File: src/rtl/alu_pkg.sv
package alu_pkg;
  typedef enum logic [2:0] {
    OP_AND  = 3'b000,
    OP_OR   = 3'b001,
    OP_ADD  = 3'b010,
    OP_XOR  = 3'b011,
    OP_RSV4 = 3'b100,
    OP_RSV5 = 3'b101,
    OP_SUB  = 3'b110,
    OP_SLT  = 3'b111
  } alu_op_e;
endpackage

File: src/rtl/alu_logic_unit.sv
module alu_logic_unit #(
  parameter int WIDTH = 32
) (
  input  logic [WIDTH-1:0] a_i,
  input  logic [WIDTH-1:0] b_i,
  output logic [WIDTH-1:0] and_o,
  output logic [WIDTH-1:0] or_o,
  output logic [WIDTH-1:0] xor_o
);
  for (genvar g = 0; g < WIDTH; g++) begin : g_bit
    assign and_o[g] = a_i[g] & b_i[g];
    assign or_o[g]  = a_i[g] | b_i[g];
    assign xor_o[g] = a_i[g] ^ b_i[g];
  end
endmodule

File: src/rtl/alu_arith_unit.sv
module alu_arith_unit #(
  parameter int WIDTH = 32
) (
  input  logic [WIDTH-1:0] a_i,
  input  logic [WIDTH-1:0] b_i,
  input  logic             sub_i,
  output logic [WIDTH-1:0] sum_o,
  output logic             lt_o
);
  localparam int MSB = WIDTH - 1;
  logic [WIDTH-1:0] b_inv;

  // One adder serves add, subtract and compare
  assign b_inv = b_i ^ {WIDTH{sub_i}};
  assign sum_o = a_i + b_inv + {{(WIDTH-1){1'b0}}, sub_i};

  // Differing signs: a is less when it is the negative one
  assign lt_o = (a_i[MSB] != b_i[MSB]) ? a_i[MSB] : sum_o[MSB];
endmodule

File: src/rtl/alu_zero_detect.sv
module alu_zero_detect #(
  parameter int WIDTH = 32
) (
  input  logic [WIDTH-1:0] val_i,
  output logic             zero_o
);
  assign zero_o = ~|val_i;
endmodule

File: src/rtl/alu_core.sv
module alu_core
  import alu_pkg::*;
#(
  parameter int WIDTH = 32
) (
  input  logic [WIDTH-1:0] src_a_i,
  input  logic [WIDTH-1:0] src_b_i,
  input  logic [2:0]       op_i,
  output logic [WIDTH-1:0] result_o,
  output logic             zero_o
);
  alu_op_e          op;
  logic [WIDTH-1:0] and_w, or_w, xor_w, sum_w;
  logic             lt_w, use_sub;

  assign op      = alu_op_e'(op_i);
  assign use_sub = (op == OP_SUB) || (op == OP_SLT);

  alu_logic_unit #(.WIDTH(WIDTH)) u_logic (
    .a_i(src_a_i), .b_i(src_b_i),
    .and_o(and_w), .or_o(or_w), .xor_o(xor_w)
  );

  alu_arith_unit #(.WIDTH(WIDTH)) u_arith (
    .a_i(src_a_i), .b_i(src_b_i), .sub_i(use_sub),
    .sum_o(sum_w), .lt_o(lt_w)
  );

  always_comb begin
    unique case (op)
      OP_AND:          result_o = and_w;
      OP_OR:           result_o = or_w;
      OP_XOR:          result_o = xor_w;
      OP_ADD, OP_SUB:  result_o = sum_w;
      OP_SLT:          result_o = {{(WIDTH-1){1'b0}}, lt_w};
      default:         result_o = '0;
    endcase
  end

  alu_zero_detect #(.WIDTH(WIDTH)) u_zero (
    .val_i(result_o), .zero_o(zero_o)
  );
endmodule

File: config.mk
export PLATFORM = sky130hd
export DESIGN_NAME = alu_core
export DESIGN_NICKNAME = d
export VERILOG_FILES = /design/src/rtl/alu_pkg.sv /design/src/rtl/alu_logic_unit.sv /design/src/rtl/alu_arith_unit.sv /design/src/rtl/alu_zero_detect.sv /design/src/rtl/alu_core.sv
export SDC_FILE = /design/constraint.sdc
export NUM_CORES = 1
export LEC_CHECK = 0
export ABC_AREA = 0
export CAP_MARGIN = 20
export CORE_AREA = 4 4 115 128
export DETAILED_ROUTE_END_ITERATION = 16
export DIE_AREA = 0 0 119 132
export PLACE_DENSITY = 0.58
export REMOVE_ABC_BUFFERS = 1
export SLEW_MARGIN = 20
export SYNTH_ARGS = -nofsm -noshare
export SYNTH_HDL_FRONTEND = slang
export SYNTH_SLANG_ARGS = --single-unit
export TNS_END_PERCENT = 100
File: constraint.sdc
create_clock -name vclk -period 11.9
set_input_delay 1.785 -clock vclk [all_inputs]
set_output_delay 1.785 -clock vclk [all_outputs]
set_load 0.02 [all_outputs]
==> summary.md, run 1 <==
| Metric | Value |
|---|---|
| CP Data Arrival Time | `7140 ps` |
| Synth Cell Area | `4630 sq um` |
| Die H | `132 microns` |
| Fin crit share | `75.0%` |
| Initial antenna violation count | `0` |
| Dpl cell area | `5760 sq um` |
| Internal | `0.000149 W` |
| DRC errors left | `0` |
| Hold depth | `4` |
| Die W | `119 microns` |
| Max_slew headroom | `56.6%` |
| Leak | `2.63 nW` |
| Max Clock Freq | `112 MHz` |
| Pwr dens | `60.9 nW/um^2` |
| Top-area cell type share of the netlist area | `25.7%` |
| Part of the power in combinational logic | `100.0%` |
| Post-Route Setup TNS | `0 ps` |
| Crit path time final | `8930 ps` |
| Status | `completed` |
| Largest net degree at the start of global routing | `60` |
| Number of global-route vias before repair | `5,174` |
| Sequential cell area | `0 sq um` |
| Pre-Repair DR Iteration Count | `5` |
| Initial DRC Count | `253` |
| Least-Margin Pin Slew | `634 ps` |
| Hold WS | `4710 ps` |
| Row Count | `45` |
| Final Hold Fails | `0` |
| WL/cell | `17.5 microns` |
| GRT Overall Usage | `20.1%` |
| CTS resizes | `0` |
| First-pass GRT wire length | `26,800 microns` |
| Area Overhead vs Synth | `24.4%` |
| Final setup violation count | `0` |
| DP Wirelength | `13,100 microns` |
| Die footprint | `15,700 sq um` |
| Most frequent cells after synthesis | `ha_1 (95), inv_1 (75), a21oi_1 (63)` |
| Synth unique cells | `77` |
| Max Slew Vio Count | `0` |
| Max Cap Violations | `0` |
| Crit path launch type | `input port` |
| GRT Residual Overflow | `0` |
| Setup Buffers After CTS | `0` |
| Switching Share | `57.5%` |
| Psw | `0.000202 W` |
| Yosys warnings | `0` |
| Vias per cell | `5.64` |
| Min-delay worst type | `input port to output port` |
| Post-synthesis sequential area ratio | `0%` |
| Core area | `13,600 sq um` |
| Placer congestion estimate | `0.925` |
| Critical path type | `input port to output port` |
| ANT cells | `0` |
| Ranking of synthesized cells by area | `ha_1 (26%), xnor2_1 (7.2%), a21oi_1 (6.8%), inv_1 (6.1%), nor2_1 (4.6%)` |
| Worst-path fanout max | `33` |
| Final wirelength | `16,500 microns` |
| Clock network fraction of total power | `0%` |
| Cts hold-fix bufs | `0` |
| Post-Syn Instances | `684` |
| Sequential cells | `0` |
| Clock buffer cells | `0` |
| Reg power frac | `0%` |
| Cell area after layout | `5760 sq um` |
| Hold Crit Start | `op_i[0]` |
| I/O pins | `100` |
| Syn Area/Cell | `6.77 sq um` |
| Synth area leader | `ha_1` |
| VDD IR max | `0.0000303 V` |
| Final Net Count | `917` |
| Number of buffers added on ports | `100` |
| Req. time, crit path | `10,120 ps` |
| CP endpoint kind | `output port` |
| Remaining antenna violation count | `0` |
| Most numerous cell in the Yosys netlist | `ha_1` |
| Vias | `5,297` |
| Post-layout util | `42.5%` |
| WHS Endpoint | `result_o[26]` |
| RSZ-0062 raised after global routing | `false` |
| # fillers | `1,446` |
| Fraction of layout cells with a size suffix above 1 | `3.19%` |
| Initial core utilization | `34.1%` |
per-stage QoR:
stage	std cells	setup slack, ps	power [W]
final	940	2970	0.000351
after global placement	940	3130	0.000343
after floorplan	645	4450	0.000217
after CTS	940	3000	0.000349
after global routing	940	2620	0.000386
after detailed placement	940	3010	0.000347
area by class of cell:
| cell class | instances | area, sq um | area share, % |
|---|---|---|---|
| inverters | 76 | 285 | 4.95 |
| well taps | 188 | 235 | 4.08 |
| multi-input cells | 569 | 4190 | 72.8 |
| repair buffers | 107 | 1050 | 18.2 |
worst max-delay path: stages:
cell             delay (ps)
clkdlybuf4s50_1         450
buf_4                   360
nand2_2                 450
buf_4                   390
xnor2_1                 160
ha_1                    420
and4_2                  290
a221o_1                 360
o211ai_1                440
mux2i_1                 280
or4bb_1                 490
nor4_1                  240
nand4_1                 170
nor2_1                  200
clkdlybuf4s50_1         630
per-layer routing:
metal / wire length, microns / track usage, %
met2: 8100 / 36.0
met4: 480 / 5.60
met5: 0 / 0
met1: 7100 / 25.4
met3: 799 / 1.97
kinds of logic after synthesis:
kind of cell,after synthesis,share of synthesized area (%)
compound gates,222,32.9
xor+xnor,43,8.13
fa+ha+maj,96,26.1
buf+inv,115,9.56
mux,4,0.864
simple gates,204,22.5
worst max-delay path by stage:
| stage | startpoint | to | slack (ps) |
|---|---|---|---|
| after floorplan | op_i[2] | zero_o | 4450 |
| after global placement | op_i[2] | zero_o | 3130 |
| after detailed placement | op_i[2] | zero_o | 3010 |
| after CTS | op_i[2] | zero_o | 3000 |
| after global routing | op_i[2] | zero_o | 2620 |
| final | op_i[2] | zero_o | 2970 |
power groups by stage:
stage | Combinational [W] | Sequential, W | Clock [W]
2_1_floorplan | 0.000217 | 0 | 0
3_3_place_gp | 0.000343 | 0 | 0
3_5_place_dp | 0.000347 | 0 | 0
4_1_cts | 0.000349 | 0 | 0
5_1_grt | 0.000386 | 0 | 0
6_report | 0.000351 | 0 | 0
layout by cell type (no fill, tap or decap), drive strengths merged, types with 17 or more instances in the layout:
cell type / count
clkdlybuf4s50: 99
ha: 95
a211oi: 19
xnor2: 38
inv: 75
o21ai: 34
a21o: 17
a21oi: 64
nand3: 17
nor2: 57
nand2: 42
Note: power is estimated with default switching activity, not from simulation.
==> run 2, diff against run 1 <==
- clock period: 11.9 -> 9.2 ns (I/O delays scaled with it)
==> summary.md, run 2 (same netlist as run 1, synthesis figures left out) <==
| Metric | Value |
|---|---|
| Critical path's largest stage delay | `660 ps (+30 ps)` |
| Reg power frac | `0% (unchanged)` |
| Max Slew Vio Count | `0 (unchanged)` |
| Total power after layout | `0.000450 W (+28%)` |
| I/O pins | `100 (unchanged)` |
| Die W | `119 microns (unchanged)` |
| Crit path launch type | `input port` |
| ANT cells | `0 (unchanged)` |
| Final Net Count | `916 (-0.11%)` |
| Critical path type | `input port to output port` |
| Least-Margin Pin Slew | `668 ps (+33.5 ps)` |
| Initial DRC Count | `318 (+26%)` |
| Status | `completed` |
| Internal | `0.000192 W (+29%)` |
| Psw | `0.000258 W (+28%)` |
| Vias per cell | `5.58 (-0.97%)` |
| Hold depth | `4 (unchanged)` |
| Worst path most repeated cell | `clkdlybuf4s50_1` |
| Cell area after layout | `5760 sq um (about the same)` |
| GRT Overall Usage | `19.4% (-0.73 points)` |
| Cts hold-fix bufs | `0 (unchanged)` |
| Sequential cell area | `0 sq um (unchanged)` |
| Worst-path fanout max | `20 (-39%)` |
| Area of the multi-input gates | `4200 sq um (about the same)` |
| Area Overhead vs Synth | `24.3% (about the same)` |
| Row Count | `45 (unchanged)` |
| Final Hold Fails | `0 (unchanged)` |
| Fraction of layout cells with a size suffix above 1 | `3.20% (+0.0042 points)` |
| Crit path time final | `7780 ps` |
| Number of global-route vias before repair | `5,128 (-0.89%)` |
| GRT Residual Overflow | `0 (unchanged)` |
| First-pass GRT wire length | `25,800 microns (-3.7%)` |
| Die H | `132 microns (unchanged)` |
| DP Wirelength | `12,800 microns (-2.4%)` |
| Max Clock Freq | `129 MHz` |
| WL/cell | `17.1 microns (-2.6%)` |
| CTS resizes | `0 (unchanged)` |
| Part of the power in combinational logic | `100.0% (about the same)` |
| Remaining antenna violation count | `0 (unchanged)` |
| Die footprint | `15,700 sq um (unchanged)` |
| Req. time, crit path | `7820 ps (-2300 ps)` |
| Pre-Repair DR Iteration Count | `5 (unchanged)` |
| Placed Cells | `939 (-0.11%)` |
| Number of buffers added on ports | `100 (unchanged)` |
| Final wirelength | `16,000 microns (-2.7%)` |
| Placer congestion estimate | `0.965 (+4.3%)` |
| Final setup violation count | `0 (unchanged)` |
| CP Data Arrival Time | `6400 ps (-740 ps)` |
| Switching Share | `57.2% (-0.31 points)` |
| Initial core utilization | `34.1% (unchanged)` |
| Initial antenna violation count | `0 (unchanged)` |
| # fillers | `1,452 (+0.41%)` |
| Sequential cells | `0 (unchanged)` |
| VDD IR max | `0.0000363 V (+20%)` |
| Commonest non-fill, non-tap cell in the layout | `clkdlybuf4s50_1` |
| Vias | `5,240 (-1.1%)` |
| Post-layout util | `42.4% (about the same)` |
| Min-delay worst type | `input port to output port` |
| Core area | `13,600 sq um (unchanged)` |
| Clock network fraction of total power | `0% (unchanged)` |
| RSZ-0062 raised after global routing | `false` |
| Largest net degree at the start of global routing | `61 (+1.7%)` |
| DRC errors left | `0 (unchanged)` |
| Pwr dens | `78.2 nW/um^2 (+28%)` |
| Setup Buffers After CTS | `0 (unchanged)` |
| Dpl cell area | `5760 sq um (about the same)` |
| Post-Route Setup TNS | `0 ps (unchanged)` |
| CP endpoint kind | `output port` |
| Critical Path Slowest Stage Cell | `clkdlybuf4s50_1` |
| CP Cell Sequence | `clkdlybuf4s50_1 -> nand2_2 -> buf_4 -> xnor2_1 -> ha_1 -> a21o_1 -> a31o_2 -> nand2_1 -> o311ai_0 -> a311o_1 -> or4_1 -> nor4_1 -> nand4_1 -> nor2_1 -> clkdlybuf4s50_1` |
| Fin crit share | `84.5%` |
| Clock buffer cells | `0 (unchanged)` |
| Leak | `2.62 nW (-0.16%)` |
| Max_slew headroom | `54.3% (-2.3 points)` |
| Final non-filler cell total | `939 (-0.11%)` |
| Leading cell types in the layout, fill and taps excluded | `clkdlybuf4s50_1 (99), ha_1 (95), inv_1 (75)` |
| Max Cap Violations | `0 (unchanged)` |
-- run 2: layout make-up --
type / count / share of cell area [%]
multi-input cells: 569 / 72.9
repair buffers: 106 / 18.1
inverters: 76 / 4.95
well taps: 188 / 4.09
-- run 2: through the flow --
step / hold WS [ps] / setup slack [ps]
2_1_floorplan: 2890 / 2560
3_3_place_gp: 3790 / 1390
3_5_place_dp: 3780 / 1430
4_1_cts: 3790 / 1410
5_1_grt: 3830 / 1140
6_report: 3770 / 1420
-- run 2: power groups by stage --
stage	clock [W]	sequential, W	combinational (W)
5_1_grt	0	0	0.000495
2_1_floorplan	0	0	0.000281
6_report	0	0	0.000450
3_3_place_gp	0	0	0.000441
4_1_cts	0	0	0.000449
3_5_place_dp	0	0	0.000446
-- run 2: path summary, 6_finish.rpt --
| check | start | to | slack (ps) |
|---|---|---|---|
| worst min-delay path | op_i[0] | result_o[6] | 3770 |
| worst max-delay path | op_i[1] | zero_o | 1420 |
-- run 2: critical path, delay by kind of cell --
kind	cells	cell delay, ps
XOR/XNOR	1	160
buffers and inverters	3	1670
adder cells (fa/ha/maj)	1	360
AO/OA/AOI/OAI	4	1080
AND/OR/NAND/NOR	6	1730
-- run 2: layer usage --
layer	GRT usage (%)	vias up	routed length, microns
met1	24.2	2450	6910
met3	2.23	33	803
met5	0	-	0
li1	-	2605	-
met4	5.73	0	531
met2	34.6	152	7810
